===== src/rtl/pdec_pkg.sv =====
package pdec_pkg;

    localparam int BYTE_W    = 8;
    localparam int NUM_PAGES = 3;
    localparam logic [BYTE_W-1:0] PFX_ALT1 = 8'h10;
    localparam logic [BYTE_W-1:0] PFX_ALT2 = 8'h11;

    typedef enum logic [2:0] {
        CL_INH = 3'd0,
        CL_IMM = 3'd1,
        CL_DIR = 3'd2,
        CL_IDX = 3'd3,
        CL_EXT = 3'd4,
        CL_REL = 3'd5,
        CL_REG = 3'd6
    } cls_e;

    typedef enum logic [1:0] {
        PG_BASE = 2'd0,
        PG_ALT1 = 2'd1,
        PG_ALT2 = 2'd2
    } page_e;

    typedef struct packed {
        cls_e       cls;
        logic       ill;
        logic [1:0] opnd;   // operand bytes after opcode (indexed: excludes postbyte)
    } opdec_t;

    function automatic opdec_t mk(cls_e c, logic [1:0] n);
        opdec_t d;
        d.cls  = c;
        d.ill  = 1'b0;
        d.opnd = n;
        return d;
    endfunction

    function automatic opdec_t bad();
        opdec_t d;
        d.cls  = CL_INH;
        d.ill  = 1'b1;
        d.opnd = 2'd0;
        return d;
    endfunction

    // Mode for opcode rows 0x8..0xF, selected by the row's low two bits.
    function automatic opdec_t row_mode(logic [3:0] hi, logic wide_imm);
        case (hi[1:0])
            2'b00:   return mk(CL_IMM, wide_imm ? 2'd2 : 2'd1);
            2'b01:   return mk(CL_DIR, 2'd1);
            2'b10:   return mk(CL_IDX, 2'd0);
            default: return mk(CL_EXT, 2'd2);
        endcase
    endfunction

    function automatic logic odd_hole(logic [3:0] lo);
        return (lo == 4'h1) || (lo == 4'h2) || (lo == 4'h5) || (lo == 4'hB);
    endfunction

    function automatic opdec_t dec_base(logic [BYTE_W-1:0] op);
        logic [3:0] hi;
        logic [3:0] lo;
        hi = op[7:4];
        lo = op[3:0];
        case (hi)
            4'h0: return odd_hole(lo) ? bad() : mk(CL_DIR, 2'd1);
            4'h1: begin
                case (lo)
                    4'h2, 4'h3, 4'h9, 4'hD: return mk(CL_INH, 2'd0);
                    4'h6, 4'h7:             return mk(CL_REL, 2'd2);
                    4'hA, 4'hC:             return mk(CL_IMM, 2'd1);
                    4'hE, 4'hF:             return mk(CL_REG, 2'd1);
                    default:                return bad();
                endcase
            end
            4'h2: return mk(CL_REL, 2'd1);
            4'h3: begin
                case (lo)
                    4'h0, 4'h1, 4'h2, 4'h3:        return mk(CL_IDX, 2'd0);
                    4'h4, 4'h5, 4'h6, 4'h7:        return mk(CL_REG, 2'd1);
                    4'hC:                          return mk(CL_IMM, 2'd1);
                    4'h9, 4'hA, 4'hB, 4'hD, 4'hF:  return mk(CL_INH, 2'd0);
                    default:                       return bad();
                endcase
            end
            4'h4, 4'h5: return (odd_hole(lo) || lo == 4'hE) ? bad() : mk(CL_INH, 2'd0);
            4'h6: return odd_hole(lo) ? bad() : mk(CL_IDX, 2'd0);
            4'h7: return odd_hole(lo) ? bad() : mk(CL_EXT, 2'd2);
            4'h8, 4'hC: begin
                if (op == 8'h8D)                         return mk(CL_REL, 2'd1);
                if (lo == 4'h7 || lo == 4'hF || op == 8'hCD) return bad();
                return row_mode(hi, (lo == 4'h3) || (lo == 4'hC) || (lo == 4'hE));
            end
            default: return row_mode(hi, 1'b0);
        endcase
    endfunction

    function automatic opdec_t dec_alt1(logic [BYTE_W-1:0] op);
        logic [3:0] hi;
        logic [3:0] lo;
        logic       ok;
        hi = op[7:4];
        lo = op[3:0];
        if (hi == 4'h2 && lo != 4'h0) return mk(CL_REL, 2'd2);
        if (op == 8'h3F)              return mk(CL_INH, 2'd0);
        if (!hi[3])                   return bad();
        if (!hi[2])
            ok = (lo == 4'h3) || (lo == 4'hC) || (lo == 4'hE) || (lo == 4'hF && hi != 4'h8);
        else
            ok = (lo == 4'hE) || (lo == 4'hF && hi != 4'hC);
        return ok ? row_mode(hi, 1'b1) : bad();
    endfunction

    function automatic opdec_t dec_alt2(logic [BYTE_W-1:0] op);
        logic [3:0] hi;
        logic [3:0] lo;
        hi = op[7:4];
        lo = op[3:0];
        if (op == 8'h3F) return mk(CL_INH, 2'd0);
        if (hi[3] && !hi[2] && (lo == 4'h3 || lo == 4'hC)) return row_mode(hi, 1'b1);
        return bad();
    endfunction

    // Extra bytes following an indexed postbyte.
    function automatic logic [1:0] idx_extra(logic [BYTE_W-1:0] pb);
        if (!pb[7]) return 2'd0;
        case (pb[3:0])
            4'h8, 4'hC:       return 2'd1;
            4'h9, 4'hD, 4'hF: return 2'd2;
            default:          return 2'd0;
        endcase
    endfunction

endpackage


===== src/rtl/pdec_opcode_table.sv =====
module pdec_opcode_table
    import pdec_pkg::*;
(
    input  logic [BYTE_W-1:0] op,
    input  page_e             page,
    output opdec_t            dec
);
    opdec_t page_dec [NUM_PAGES];

    for (genvar g = 0; g < NUM_PAGES; g++) begin : g_page
        if (g == 0) begin : g_base
            assign page_dec[g] = dec_base(op);
        end else if (g == 1) begin : g_alt1
            assign page_dec[g] = dec_alt1(op);
        end else begin : g_alt2
            assign page_dec[g] = dec_alt2(op);
        end
    end

    always_comb begin
        dec = bad();
        for (int p = 0; p < NUM_PAGES; p++) begin
            if (page == page_e'(p)) dec = page_dec[p];
        end
    end
endmodule


===== src/rtl/pdec_postbyte.sv =====
module pdec_postbyte
    import pdec_pkg::*;
(
    input  logic [BYTE_W-1:0] pb,
    output logic [1:0]        extra
);
    assign extra = idx_extra(pb);
endmodule


===== src/rtl/pdec_sequencer.sv =====
module pdec_sequencer
    import pdec_pkg::*;
#(
    parameter int LEN_W = 3
) (
    input  logic              clk,
    input  logic              rst,
    input  logic              accept,
    input  logic [BYTE_W-1:0] in_byte,
    input  opdec_t            dec,
    input  logic [1:0]        extra,
    output page_e             dec_page,
    output logic              emit,
    output logic [LEN_W-1:0]  e_len,
    output page_e             e_page,
    output cls_e              e_cls,
    output logic              e_ill
);
    typedef enum logic [1:0] {S_IDLE, S_OPC, S_POST, S_SKIP} st_e;

    st_e        st_q, st_n;
    page_e      page_q, page_n;
    logic [1:0] skip_q, skip_n;
    int         pfx;

    assign dec_page = page_q;
    assign pfx      = (page_q != PG_BASE) ? 1 : 0;

    always_comb begin
        st_n   = st_q;
        page_n = page_q;
        skip_n = skip_q;
        emit   = 1'b0;
        e_len  = '0;
        e_page = page_q;
        e_cls  = dec.cls;
        e_ill  = 1'b0;
        if (accept) begin
            unique case (st_q)
                S_IDLE, S_OPC: begin
                    if (st_q == S_IDLE && in_byte == PFX_ALT1) begin
                        page_n = PG_ALT1;
                        st_n   = S_OPC;
                    end else if (st_q == S_IDLE && in_byte == PFX_ALT2) begin
                        page_n = PG_ALT2;
                        st_n   = S_OPC;
                    end else if (dec.ill) begin
                        emit   = 1'b1;
                        e_len  = LEN_W'(1);
                        e_cls  = CL_INH;
                        e_ill  = 1'b1;
                        st_n   = S_IDLE;
                        page_n = PG_BASE;
                    end else if (dec.cls == CL_IDX) begin
                        st_n = S_POST;
                    end else begin
                        emit   = 1'b1;
                        e_len  = LEN_W'(pfx + 1 + int'(dec.opnd));
                        skip_n = dec.opnd;
                        st_n   = (dec.opnd != 2'd0) ? S_SKIP : S_IDLE;
                        page_n = PG_BASE;
                    end
                end
                S_POST: begin
                    emit   = 1'b1;
                    e_len  = LEN_W'(pfx + 2 + int'(extra));
                    e_cls  = CL_IDX;
                    skip_n = extra;
                    st_n   = (extra != 2'd0) ? S_SKIP : S_IDLE;
                    page_n = PG_BASE;
                end
                S_SKIP: begin
                    skip_n = skip_q - 2'd1;
                    if (skip_q == 2'd1) st_n = S_IDLE;
                end
            endcase
        end
    end

    always_ff @(posedge clk) begin
        if (rst) begin
            st_q   <= S_IDLE;
            page_q <= PG_BASE;
            skip_q <= 2'd0;
        end else begin
            st_q   <= st_n;
            page_q <= page_n;
            skip_q <= skip_n;
        end
    end
endmodule


===== src/rtl/pdec_outreg.sv =====
module pdec_outreg
    import pdec_pkg::*;
#(
    parameter int LEN_W = 3
) (
    input  logic             clk,
    input  logic             rst,
    input  logic             load,
    input  logic [LEN_W-1:0] d_len,
    input  page_e            d_page,
    input  cls_e             d_cls,
    input  logic             d_ill,
    input  logic             take,
    output logic             q_valid,
    output logic [LEN_W-1:0] q_len,
    output page_e            q_page,
    output cls_e             q_cls,
    output logic             q_ill
);
    always_ff @(posedge clk) begin
        if (rst) begin
            q_valid <= 1'b0;
            q_len   <= '0;
            q_page  <= PG_BASE;
            q_cls   <= CL_INH;
            q_ill   <= 1'b0;
        end else if (load) begin
            q_valid <= 1'b1;
            q_len   <= d_len;
            q_page  <= d_page;
            q_cls   <= d_cls;
            q_ill   <= d_ill;
        end else if (take) begin
            q_valid <= 1'b0;
        end
    end
endmodule


===== src/rtl/opcode_predecoder.sv =====
module opcode_predecoder
    import pdec_pkg::*;
#(
    parameter int LEN_W = 3
) (
    input  logic             clk,
    input  logic             rst,
    input  logic             in_valid,
    output logic             in_ready,
    input  logic [7:0]       in_byte,
    output logic             out_valid,
    input  logic             out_ready,
    output logic [LEN_W-1:0] out_len,
    output logic [1:0]       out_page,
    output logic [2:0]       out_class,
    output logic             out_illegal
);
    localparam int MAX_LEN = 5;
    initial if (LEN_W < $clog2(MAX_LEN + 1)) $error("LEN_W too small for longest instruction");

    logic             accept;
    opdec_t           dec;
    logic [1:0]       extra;
    page_e            dec_page;
    logic             emit;
    logic [LEN_W-1:0] e_len;
    page_e            e_page;
    cls_e             e_cls;
    logic             e_ill;
    page_e            q_page;
    cls_e             q_cls;

    assign in_ready = !out_valid;
    assign accept   = in_valid && in_ready;

    pdec_opcode_table u_table (
        .op   (in_byte),
        .page (dec_page),
        .dec  (dec)
    );

    pdec_postbyte u_post (
        .pb    (in_byte),
        .extra (extra)
    );

    pdec_sequencer #(.LEN_W(LEN_W)) u_seq (
        .clk      (clk),
        .rst      (rst),
        .accept   (accept),
        .in_byte  (in_byte),
        .dec      (dec),
        .extra    (extra),
        .dec_page (dec_page),
        .emit     (emit),
        .e_len    (e_len),
        .e_page   (e_page),
        .e_cls    (e_cls),
        .e_ill    (e_ill)
    );

    pdec_outreg #(.LEN_W(LEN_W)) u_out (
        .clk     (clk),
        .rst     (rst),
        .load    (emit),
        .d_len   (e_len),
        .d_page  (e_page),
        .d_cls   (e_cls),
        .d_ill   (e_ill),
        .take    (out_ready),
        .q_valid (out_valid),
        .q_len   (out_len),
        .q_page  (q_page),
        .q_cls   (q_cls),
        .q_ill   (out_illegal)
    );

    assign out_page  = q_page;
    assign out_class = q_cls;
endmodule


===== config.mk =====
export PLATFORM = sky130hd
export DESIGN_NAME = opcode_predecoder
export DESIGN_NICKNAME = d
export VERILOG_FILES = /design/src/rtl/pdec_pkg.sv /design/src/rtl/pdec_opcode_table.sv /design/src/rtl/pdec_postbyte.sv /design/src/rtl/pdec_sequencer.sv /design/src/rtl/pdec_outreg.sv /design/src/rtl/opcode_predecoder.sv
export SDC_FILE = /design/constraint.sdc
export NUM_CORES = 1
export LEC_CHECK = 0
export ABC_CLOCK_PERIOD_IN_PS = 4100
export BUFFER_PORTS_ARGS = -buffer_cell sky130_fd_sc_hd__buf_2
export CORE_MARGIN = 5
export CORE_UTILIZATION = 59
export CTS_CLUSTER_DIAMETER = 40
export DETAILED_ROUTE_END_ITERATION = 16
export GPL_TIMING_DRIVEN = 1
export PLACE_DENSITY = 0.92
export SLEW_MARGIN = 20
export SYNTH_ARGS = -nofsm -noshare
export SYNTH_HDL_FRONTEND = slang
export SYNTH_SLANG_ARGS = --single-unit

===== constraint.sdc =====
create_clock -name clk -period 4.1 [get_ports clk]
set_input_delay 1.025 -clock clk [delete_from_list [all_inputs] [get_ports clk]]
set_output_delay 1.025 -clock clk [all_outputs]
set_load 0.02 [all_outputs]

# Yosys cells after proc, flatten, opt, wreduce, memory -nomap -nowiden
# Memories as Yosys holds them, arrays and structs flattened.
# Cells that the tools add are included.
# Widths: inputs -> output; s select.
# classes
n_eq_ne	43
n_reduce_logical	38
muxes	89
n_addsub	5
# ops
cell	count
$mux 6	19
$pmux 6 s3	3
$pmux 6 s8	1
$eq 4x4->1 const B	9
$mux 2	17
$mux 1	30
$mux 3	10
$eq 4x3->1 const B	6
$eq 4x2->1 const B	4
$eq 8x5->1 const B	2
$eq 8x8->1 const B	2
$pmux 2 s3	2
$pmux 3 s2	2
$logic_or 1x1->1	10
$mux 5	2
$reduce_bool 2->1	5
$eq 2x1->1 const B	4
$eq 2x2->1 const B	4
$eq 4x1->1 const B	2
$eq 8x6->1 const B	1
$logic_and 1x1->1	8
$ne 2x2->1 const B	4
$ne 4x4->1 const B	2
$pmux 2 s2	2
17 further kinds	24
# word_totals
word_cells	185
ff_bits	16
output_inout_bits	11
rom_bits	176
inputBits	12
memories	2
# memory_table
name	depth	word_bits	read_ports	rd_clocked_by_memory_dff	write_ports	line_no	source
(no name shown)	16	6	1	0	0	pdec_pkg.sv:68	case (lo)
(no name shown)	16	5	1	0	0	pdec_pkg.sv:78	case (lo)

# Longest topological paths before layout
# Gate-level depths: netlist of run 1.
# logic_depth
word_depth	23
ltp_mapped	14

# Hierarchy
# A second synthesis of run 1 with hierarchy kept.
# hier_totals
cells_unflattened	248
hier_area_um2	1911.8
# modules_own_cells
mod	seq_area_each_um2	area_each_um2	cells_each	n_inst
pdec_opcode_table	0.0	880.8	129	1
pdec_sequencer	120.1	634.4	79	1
pdec_outreg	200.2	355.3	33	1
pdec_postbyte	0.0	31.3	5	1
opcode_predecoder	0.0	10.0	2	1

# Worst setup path before layout of run 1
# OpenSTA, ideal clock, no wires.
# synth_timing
path_type	input port to flip-flop
start	input port in_byte[0]
end	register u_out.q_len[0]
slack_ns	0.592
t_required_ns	4.012
cell_stages	11
t_arrival_ns	3.419
cell_sequence	inv_1 -> ha_1 -> clkbuf_1 -> o211a_1 -> or3_1 -> mux2_2 -> o22ai_1 -> a311oi_1 -> ha_1 -> or4_1 -> a311oi_2
# synth_via
elab_chain_len	21
# synth_rtl
item	line_no	source
start: declaration	opcode_predecoder.sv:10	input logic [7:0] in_byte,
$eq 4x2->1 or $eq 4x4->1 (tied branches)	pdec_pkg.sv:92, pdec_pkg.sv:108, pdec_pkg.sv:120	
$logic_or 1x1->1	pdec_pkg.sv:92, pdec_pkg.sv:108, pdec_pkg.sv:120	
$logic_or 1x1->1	pdec_pkg.sv:92, pdec_pkg.sv:108	
$logic_or 1x1->1	pdec_pkg.sv:108	ok = (lo == 4'h3) || (lo == 4'hC) || (lo == 4'hE) || (lo == 4'hF && hi != 4'h8);
$mux 1 (2 in a row)	pdec_pkg.sv:107	if (!hi[2])
$mux 1	pdec_pkg.sv:106	if (!hi[3]) return bad();
$mux 1	pdec_pkg.sv:105	if (op == 8'h3F) return mk(CL_INH, 2'd0);
$mux 6	pdec_pkg.sv:111	return ok ? row_mode(hi, 1'b1) : bad();
(+3 left out)	--	
$mux 6 (2 in a row)	pdec_opcode_table.sv:23	if (page == page_e'(p)) dec = page_dec[p];
$add 3x3->3 or $eq 3x2->1 (tied branches)	pdec_sequencer.sv:58, pdec_sequencer.sv:54	
$mux 3 or $mux 1 (tied branches)	pdec_sequencer.sv:54	end else if (dec.cls == CL_IDX) begin
$mux 3 or $mux 1 (tied branches)	pdec_sequencer.sv:47	end else if (dec.ill) begin
$mux 3 or $mux 1 (tied branches)	pdec_sequencer.sv:44	end else if (st_q == S_IDLE && in_byte == PFX_ALT2) begin
$mux 3 or $mux 1 (tied branches)	pdec_sequencer.sv:41	if (st_q == S_IDLE && in_byte == PFX_ALT1) begin
$pmux 3 s2 or $pmux 1 s2 (tied branches)	pdec_sequencer.sv:39	unique case (st_q)
$mux 3 or $mux 1 (tied branches)	pdec_sequencer.sv:38	if (accept) begin
end signal: assignment	pdec_outreg.sv:29	q_len <= d_len;
end: declaration	pdec_outreg.sv:15	output logic [LEN_W-1:0] q_len,
# Several ways; a longest one is shown, not always the timed one. The select of a mux whose other input is x is not followed.
# A chain may end at the register's enable or synchronous reset.

# Final worst setup path of run 1
# layout_timing
start	input port in_byte[1]
end	register u_out.q_len[0]
# Same word-level chain as after synthesis.

==> reports/qor.yml, run 1 <==
setup.worst_path.start: "in_byte[1]"
critical_path.reg2reg.endpoint: "u_out.q_len[0]"
beginning_of_the_worst_register_to_register_path: "u_seq.dec_page[0]"
critical_path.most_common_cell: "sky130_fd_sc_hd__ha_1"
yosys-top-cells-count: "sky130_fd_sc_hd__nand2_1, sky130_fd_sc_hd__nor2_1, sky130_fd_sc_hd__inv_1"
timing.critical_path.slowest_cell_delay_ns: 0.54
totalWireLength_mm: 5.19
layout-drive-gt1-share_pct: 16.8
wl_per_cell_um: 16.6
tritoncts: "done"
drt_drc_violations_left: 0
netSwitchingPower_mw: 0.185
clock_pin_slew_reported_for_the_worst_setup_and_hold_paths_after_clock_tree_synthesis_ns: 0.10
met2_usage_pct: 38.4
number_of_enable_flip_flop_cells_after_synthesis: 0
fin_total_pwr_mw: 0.486
synth.most_common_cell: "sky130_fd_sc_hd__nand2_1"
final_nets: 297
synthDominantAreaCellType: "sky130_fd_sc_hd__dfxtp_1"
gpl.final_weighted_congestion: 1.04
yosysWarnings: 0
finalClockSkew_ns: 0.0140
seq_area_frac_synth_pct: 16.5
synth.top_cell.area_share_pct: 16.5
design_area_sq_um: 2080
busiest_layer: "met2"
setup_viol: 0
gr-usage-met3_pct: 4.83
post_synth.cell_area_avg_sq_um: 7.62
cts-hold-fix-buffers: 0
comb_power_share_pct: 41.6
layout.filler_cells: 251
grt_antenna_before_repair: 0
dieWidth_um: 67.3
min_period_over_period_pct: 92.2
critPathLaunchType: "input port"
ioPinCount: 23
floorplan.core_area_sq_um: 3100
detail_route.iter0.violations: 145
cp_data_arrival_time_ns: 4.00
cts_setup_buffers: 0
clock_path_buffers: 2
master_cell_of_the_clock_root_buffer: "sky130_fd_sc_hd__clkbuf_4"
power.internal_mw: 0.300
placementRows: 20
synth_cells: 254
grt_use_met1_pct: 33.9
worst_endpoint_required_time_ns: 4.32
r2r_setup_slack_ns: 1.26
layout-area-overhead-vs-synth_pct: 7.69
globalRouteTotalUtil_pct: 24.4
clkSinkCount: 16
postSynth.asyncResetShare_pct: 0
min-delay-start: "u_out.q_cls[0]"
worstSetupPathType: "in2reg"
worstPathBufferInverterCount: 1
category_of_the_worst_setup_path_capture_point: "flip-flop"
dp.final_hpwl_mm: 3.81
initial_utilization_pct: 62.4
p_clk_share_pct: 21.5
number_of_detailed_routing_iterations_run_before_antenna_repair: 5
end_point_of_the_critical_path: "u_out.q_len[0]"
power.share.switching_pct: 38.2
finalHoldViolCount: 0
p_leak_nw: 0.914
holdCritPathClass: "reg2reg"
worst-path-stages: 10
cap_violations: 0
io_buffers: 22
numCtsBuffers: 3
unrepaired_setup_endpoints_after_global_routing: "false"
synth_flop_cell: "sky130_fd_sc_hd__dfxtp_1"
count_of_nets_left_with_antenna_violations_after_detail_routing: 0
yosys-top-cells-area: "sky130_fd_sc_hd__dfxtp_1, sky130_fd_sc_hd__ha_1, sky130_fd_sc_hd__nand2_1, sky130_fd_sc_hd__mux2i_1, sky130_fd_sc_hd__nor2_1"
via_count_of_the_first_global_routing_pass: 1836
synth.ff_latch_count: 16
routed-via-count: 2033
synthesis.nets: 282
fin_util_pct: 67.2
grt_first_pass_wirelength_mm: 8.64
cts-resized-gates: 0
post_drt_via_cell_ratio: 6.52
power_per_cell_area_nw_per_um2: 233
antenna_cells_inserted: 0
seq_power_share_pct: 36.9
period_minus_slack_ns: 3.78
ys_types: 70
clkLatencyLatePin_ns: 0.30
seqCellArea_sq_um: 320
synth_area_sq_um: 1940
place_inst: 308
worst_path_dominant_cell_family: "simple AND/OR/NAND/NOR gates"
footprint_of_the_multi_input_gates_sq_um: 1440
fmax_mhz: 265
placement.cell_area_sq_um: 2050
pin_count_of_the_biggest_net_entering_global_routing: 24
setup-tns-final_ns: 0
overall_overflow_remaining_after_global_route: 0
outcome: "finished, final reports clean"
timing.slew.headroom_pct: 63.1
max-vdd-ir-drop_uv: 277
critPathMaxFanout: 7
die_h_um: 67.3
post_layout_nonfiller_instances: 312
cts_h_tree_depth: 1
worstRegToRegCells: 8
die-area_sq_um: 4530
cpMaxStageDelayCell: "sky130_fd_sc_hd__or4_1"
path_cells: "buf_2 -> ha_1 -> nor3b_1 -> or3_1 -> mux2_2 -> o22ai_1 -> a311oi_1 -> ha_1 -> or4_1 -> a311oi_2"
final-max-slew-violation-count: 0
worst_slew_pin_slew_ns: 0.540
## layout make-up
type | instances | share of cell area [%]
multi-input cells | 200 | 69.2
inverters | 20 | 3.60
well taps | 44 | 2.64
flip-flops and latches | 16 | 15.4
repair buffers | 28 | 7.44
clock buffers | 4 | 1.74
## power groups by stage
stage	clock, mW	combinational, mW	sequential, mW
global route	0.116	0.221	0.181
floorplan	0	0.145	0.184
finish	0.104	0.202	0.179
CTS	0.106	0.197	0.179
detailed placement	0	0.195	0.182
global placement	0	0.191	0.182
## per-layer routing
metal | share of wire [%] | routed length (um)
met5 | 0 | 0
met1 | 42 | 2190
met4 | 2.7 | 138
met2 | 46 | 2390
met3 | 9.0 | 467
## state kept, by name, summed over array words and instances, names as in the netlist
name and cells:
u_seq.skip_q 2, u_out.q_len 3, u_out.q_valid 1, u_seq.dec_page 2, u_out.q_ill 1, u_seq.st_q 2, u_out.q_page 2, u_out.q_cls 3
## worst min-delay path, stage by stage, from the launching register on
cell                      delay, ns
sky130_fd_sc_hd__dfxtp_1       0.32
sky130_fd_sc_hd__nand2_1       0.05
sky130_fd_sc_hd__mux2i_1       0.05
## cell usage in the layout, fill, tap and decap left out, types with 4 or more instances in the layout
cell type / instances
sky130_fd_sc_hd__mux2i_1: 8
sky130_fd_sc_hd__o211ai_1: 7
sky130_fd_sc_hd__nand2_1: 22
sky130_fd_sc_hd__o21ai_0: 9
sky130_fd_sc_hd__inv_1: 18
sky130_fd_sc_hd__ha_1: 16
sky130_fd_sc_hd__nor3_1: 6
sky130_fd_sc_hd__o21ai_1: 4
sky130_fd_sc_hd__nand2b_1: 7
sky130_fd_sc_hd__buf_2: 22
sky130_fd_sc_hd__and3_1: 4
sky130_fd_sc_hd__buf_4: 6
sky130_fd_sc_hd__dfxtp_1: 16
sky130_fd_sc_hd__a21oi_1: 13
sky130_fd_sc_hd__nor3b_1: 7
sky130_fd_sc_hd__nor2_1: 20
sky130_fd_sc_hd__nand3_1: 4
## worst min path at each step
stage / endpoint / slack [ns] / cells past startpoint
global placement: u_out.q_cls[2] / 0.44 / 2
finish: u_out.q_cls[0] / 0.46 / 2
CTS: u_out.q_cls[0] / 0.46 / 2
detailed placement: u_out.q_cls[0] / 0.45 / 2
global route: u_out.q_cls[0] / 0.52 / 2
floorplan: u_seq.skip_q[0] / 0.47 / 2
## cells by family (layout without fill, tap and decap cells)
logic type / Yosys count / in the layout / share of synthesized area (%)
AOI/OAI and AO/OA: 76 / 76 / 30.5
adders and majority gates: 16 / 16 / 10.3
buffers and inverters: 38 / 52 / 8.92
DFF: 16 / 16 / 16.5
muxes: 9 / 9 / 4.72
and+or+nand+nor: 99 / 99 / 29.0
## through the flow
stage          setup WS (ns)  hold slack (ns)
5_1_grt                0.146            0.524
3_5_place_dp           0.100            0.449
4_1_cts                0.381            0.461
6_report               0.321            0.458
3_3_place_gp           0.227            0.441
2_1_floorplan          0.592            0.466
Note: power is estimated with default switching activity, not from simulation.
==> run 2, diff against run 1 <==
--- a/config.mk
+++ b/config.mk
@@ -7,6 +7,7 @@
 export LEC_CHECK = 0
 export ABC_CLOCK_PERIOD_IN_PS = 4100
 export BUFFER_PORTS_ARGS = -buffer_cell sky130_fd_sc_hd__buf_2
+export CORE_ASPECT_RATIO = 1.1
 export CORE_MARGIN = 5
 export CORE_UTILIZATION = 59
 export CTS_CLUSTER_DIAMETER = 40
==> reports/qor.yml, run 2 (same netlist as run 1, synthesis figures left out) <==
outcome: "finished, final reports clean"
max-vdd-ir-drop_uv: 226  # -19%
r2r_setup_slack_ns: 1.31  # +0.05 ns
pin_count_of_the_biggest_net_entering_global_routing: 29  # +21%
worst_path_dominant_cell_family: "compound AO/OA/AOI/OAI gates"
tritoncts: "done"
setup_viol: 0  # unchanged
detail_route.iter0.violations: 130  # -10%
critPathMaxFanout: 9  # +2
grt_first_pass_wirelength_mm: 8.72  # +0.96%
cp_data_arrival_time_ns: 3.94  # -0.06 ns
critical_path.most_common_cell: "sky130_fd_sc_hd__ha_1"
clkSinkCount: 16  # unchanged
mostFrequentLayoutCells: "sky130_fd_sc_hd__nand2_1, sky130_fd_sc_hd__buf_2, sky130_fd_sc_hd__nor2_1"
globalRouteTotalUtil_pct: 23.5  # -0.90 points
min-delay-start: "u_out.q_cls[2]"
wl_per_cell_um: 16.8  # +1.0%
grt_antenna_before_repair: 0  # unchanged
setup-tns-final_ns: 0  # unchanged
via_count_of_the_first_global_routing_pass: 1819  # -0.93%
cts-hold-fix-buffers: 0  # unchanged
path_cells: "buf_2 -> inv_1 -> ha_1 -> nand2_1 -> a2111oi_4 -> o21ai_2 -> a311oi_1 -> ha_1 -> or4_1 -> a311oi_2"
antenna_cells_inserted: 0  # unchanged
layout-drive-gt1-share_pct: 17.4  # +0.62 points
gpl.final_weighted_congestion: 0.965  # -7.2%
clkLatencyLatePin_ns: 0.30  # about the same
post_layout_nonfiller_instances: 304  # -2.6%
number_of_detailed_routing_iterations_run_before_antenna_repair: 4  # -1
fin_total_pwr_mw: 0.490  # +0.93%
holdCritPathClass: "reg2reg"
p_leak_nw: 0.923  # +1.1%
critPathLaunchType: "input port"
period_minus_slack_ns: 3.71  # -0.0689 ns
design_area_sq_um: 2090  # +0.12%
ioPinCount: 23  # unchanged
fmax_mhz: 269  # +1.9%
initial_utilization_pct: 62.4  # about the same
routed-via-count: 2012  # -1.0%
count_of_nets_left_with_antenna_violations_after_detail_routing: 0  # unchanged
worstSetupPathType: "in2reg"
final-max-slew-violation-count: 0  # unchanged
drt_drc_violations_left: 0  # unchanged
worstRegToRegCells: 8  # unchanged
cts_setup_buffers: 0  # unchanged
worst_endpoint_required_time_ns: 4.33  # about the same
min_period_over_period_pct: 90.5  # -1.7 points
placement.cell_area_sq_um: 2050  # +0.12%
worstPathBufferInverterCount: 2  # +1
place_inst: 300  # -2.6%
critical_path.reg2reg.endpoint: "u_out.q_len[0]"
hold_depth: 2  # unchanged
dp_slack_ns: 0.133  # +0.0323 ns
biggestRegsByFlops: "u_out.q_cls: 3 flops, u_out.q_len: 3 flops"
cap_violations: 0  # unchanged
beginning_of_the_worst_register_to_register_path: "u_seq.dec_page[0]"
cts_h_tree_depth: 1  # unchanged
cts-resized-gates: 0  # unchanged
master_cell_of_the_clock_root_buffer: "sky130_fd_sc_hd__clkbuf_4"
final_nets: 299  # +0.67%
worstHoldEndpoint: "u_out.q_cls[2]"
cpMaxStageDelayCell: "sky130_fd_sc_hd__or4_1"
overall_overflow_remaining_after_global_route: 0  # unchanged
category_of_the_worst_setup_path_capture_point: "flip-flop"
dp.final_hpwl_mm: 3.80  # -0.17%
power_per_cell_area_nw_per_um2: 235  # +0.81%
numCtsBuffers: 3  # unchanged
post-route-worst-setup-slack_ns: 0.389  # +0.0689 ns
io_buffers: 22  # unchanged
layout.filler_cells: 256  # +2.0%
die_h_um: 70.1  # +4.2%
layout-area-overhead-vs-synth_pct: 7.82
clock_pin_slew_reported_for_the_worst_setup_and_hold_paths_after_clock_tree_synthesis_ns: 0.11  # about the same
floorplan.core_area_sq_um: 3100  # about the same
finalClockSkew_ns: 0.0118  # -0.00215 ns
worst_slew_pin_slew_ns: 0.538  # -0.00175 ns
post_drt_via_cell_ratio: 6.62  # +1.6%
dieWidth_um: 64.6  # -4.0%
finalHoldViolCount: 0  # unchanged
fin_util_pct: 67.3  # +0.13 points
timing.slew.headroom_pct: 64.0  # +0.97 points
totalWireLength_mm: 5.11  # -1.6%
clock_path_buffers: 2  # unchanged
die-area_sq_um: 4530  # about the same
unrepaired_setup_endpoints_after_global_routing: "false"
timing.critical_path.slowest_cell_delay_ns: 0.51  # -0.03 ns
placementRows: 21  # +5.0%
whs_ns: 0.463  # +0.00462 ns
==> run 2: area by class of cell <==
class                      instances  area (sq um)  area share (%)
inverter                          20          75.1            3.60
clock buffer                       4          36.3            1.74
timing repair buffer              30           170            8.15
multi-input combinational        200          1440            69.1
sequential                        16           320            15.3
tap                               34          42.5            2.04
==> run 2: power by group <==
| group | internal (mW) | switching [mW] |
|---|---|---|
| logic | 0.0808 | 0.120 |
| clock network | 0.0542 | 0.0554 |
| registers | 0.167 | 0.0126 |
==> run 2: how the worst max path moves through the flow <==
stage               start              to  slack (ns)  cells after the start
3_5_place_dp   in_byte[5]  u_out.q_len[0]        0.13                     10
3_3_place_gp   in_byte[1]  u_out.q_len[0]        0.25                     10
4_1_cts        in_byte[4]  u_out.q_len[0]        0.45                     10
5_1_grt        in_byte[5]  u_out.q_len[0]        0.23                     10
6_report       in_byte[5]  u_out.q_len[0]        0.39                     10
2_1_floorplan  in_byte[0]  u_out.q_len[0]        0.59                     11
==> run 2: metal layers <==
metal	vias to the layer above	share of wire, %	track usage (%)
li1	972	-	-
met1	912	43	33.4
met2	121	44	35.1
met3	7	11	5.93
met4	0	1.0	6.10
met5	-	0	0
==> run 2: worst register-to-register path: stages, from the launching register on <==
cell	delay, ns
sky130_fd_sc_hd__dfxtp_1	0.45
sky130_fd_sc_hd__or2_2	0.19
sky130_fd_sc_hd__clkinv_1	0.27
sky130_fd_sc_hd__o31ai_1	0.17
sky130_fd_sc_hd__o22ai_1	0.12
sky130_fd_sc_hd__a311oi_1	0.46
sky130_fd_sc_hd__ha_1	0.33
sky130_fd_sc_hd__or4_1	0.51
sky130_fd_sc_hd__a311oi_2	0.24
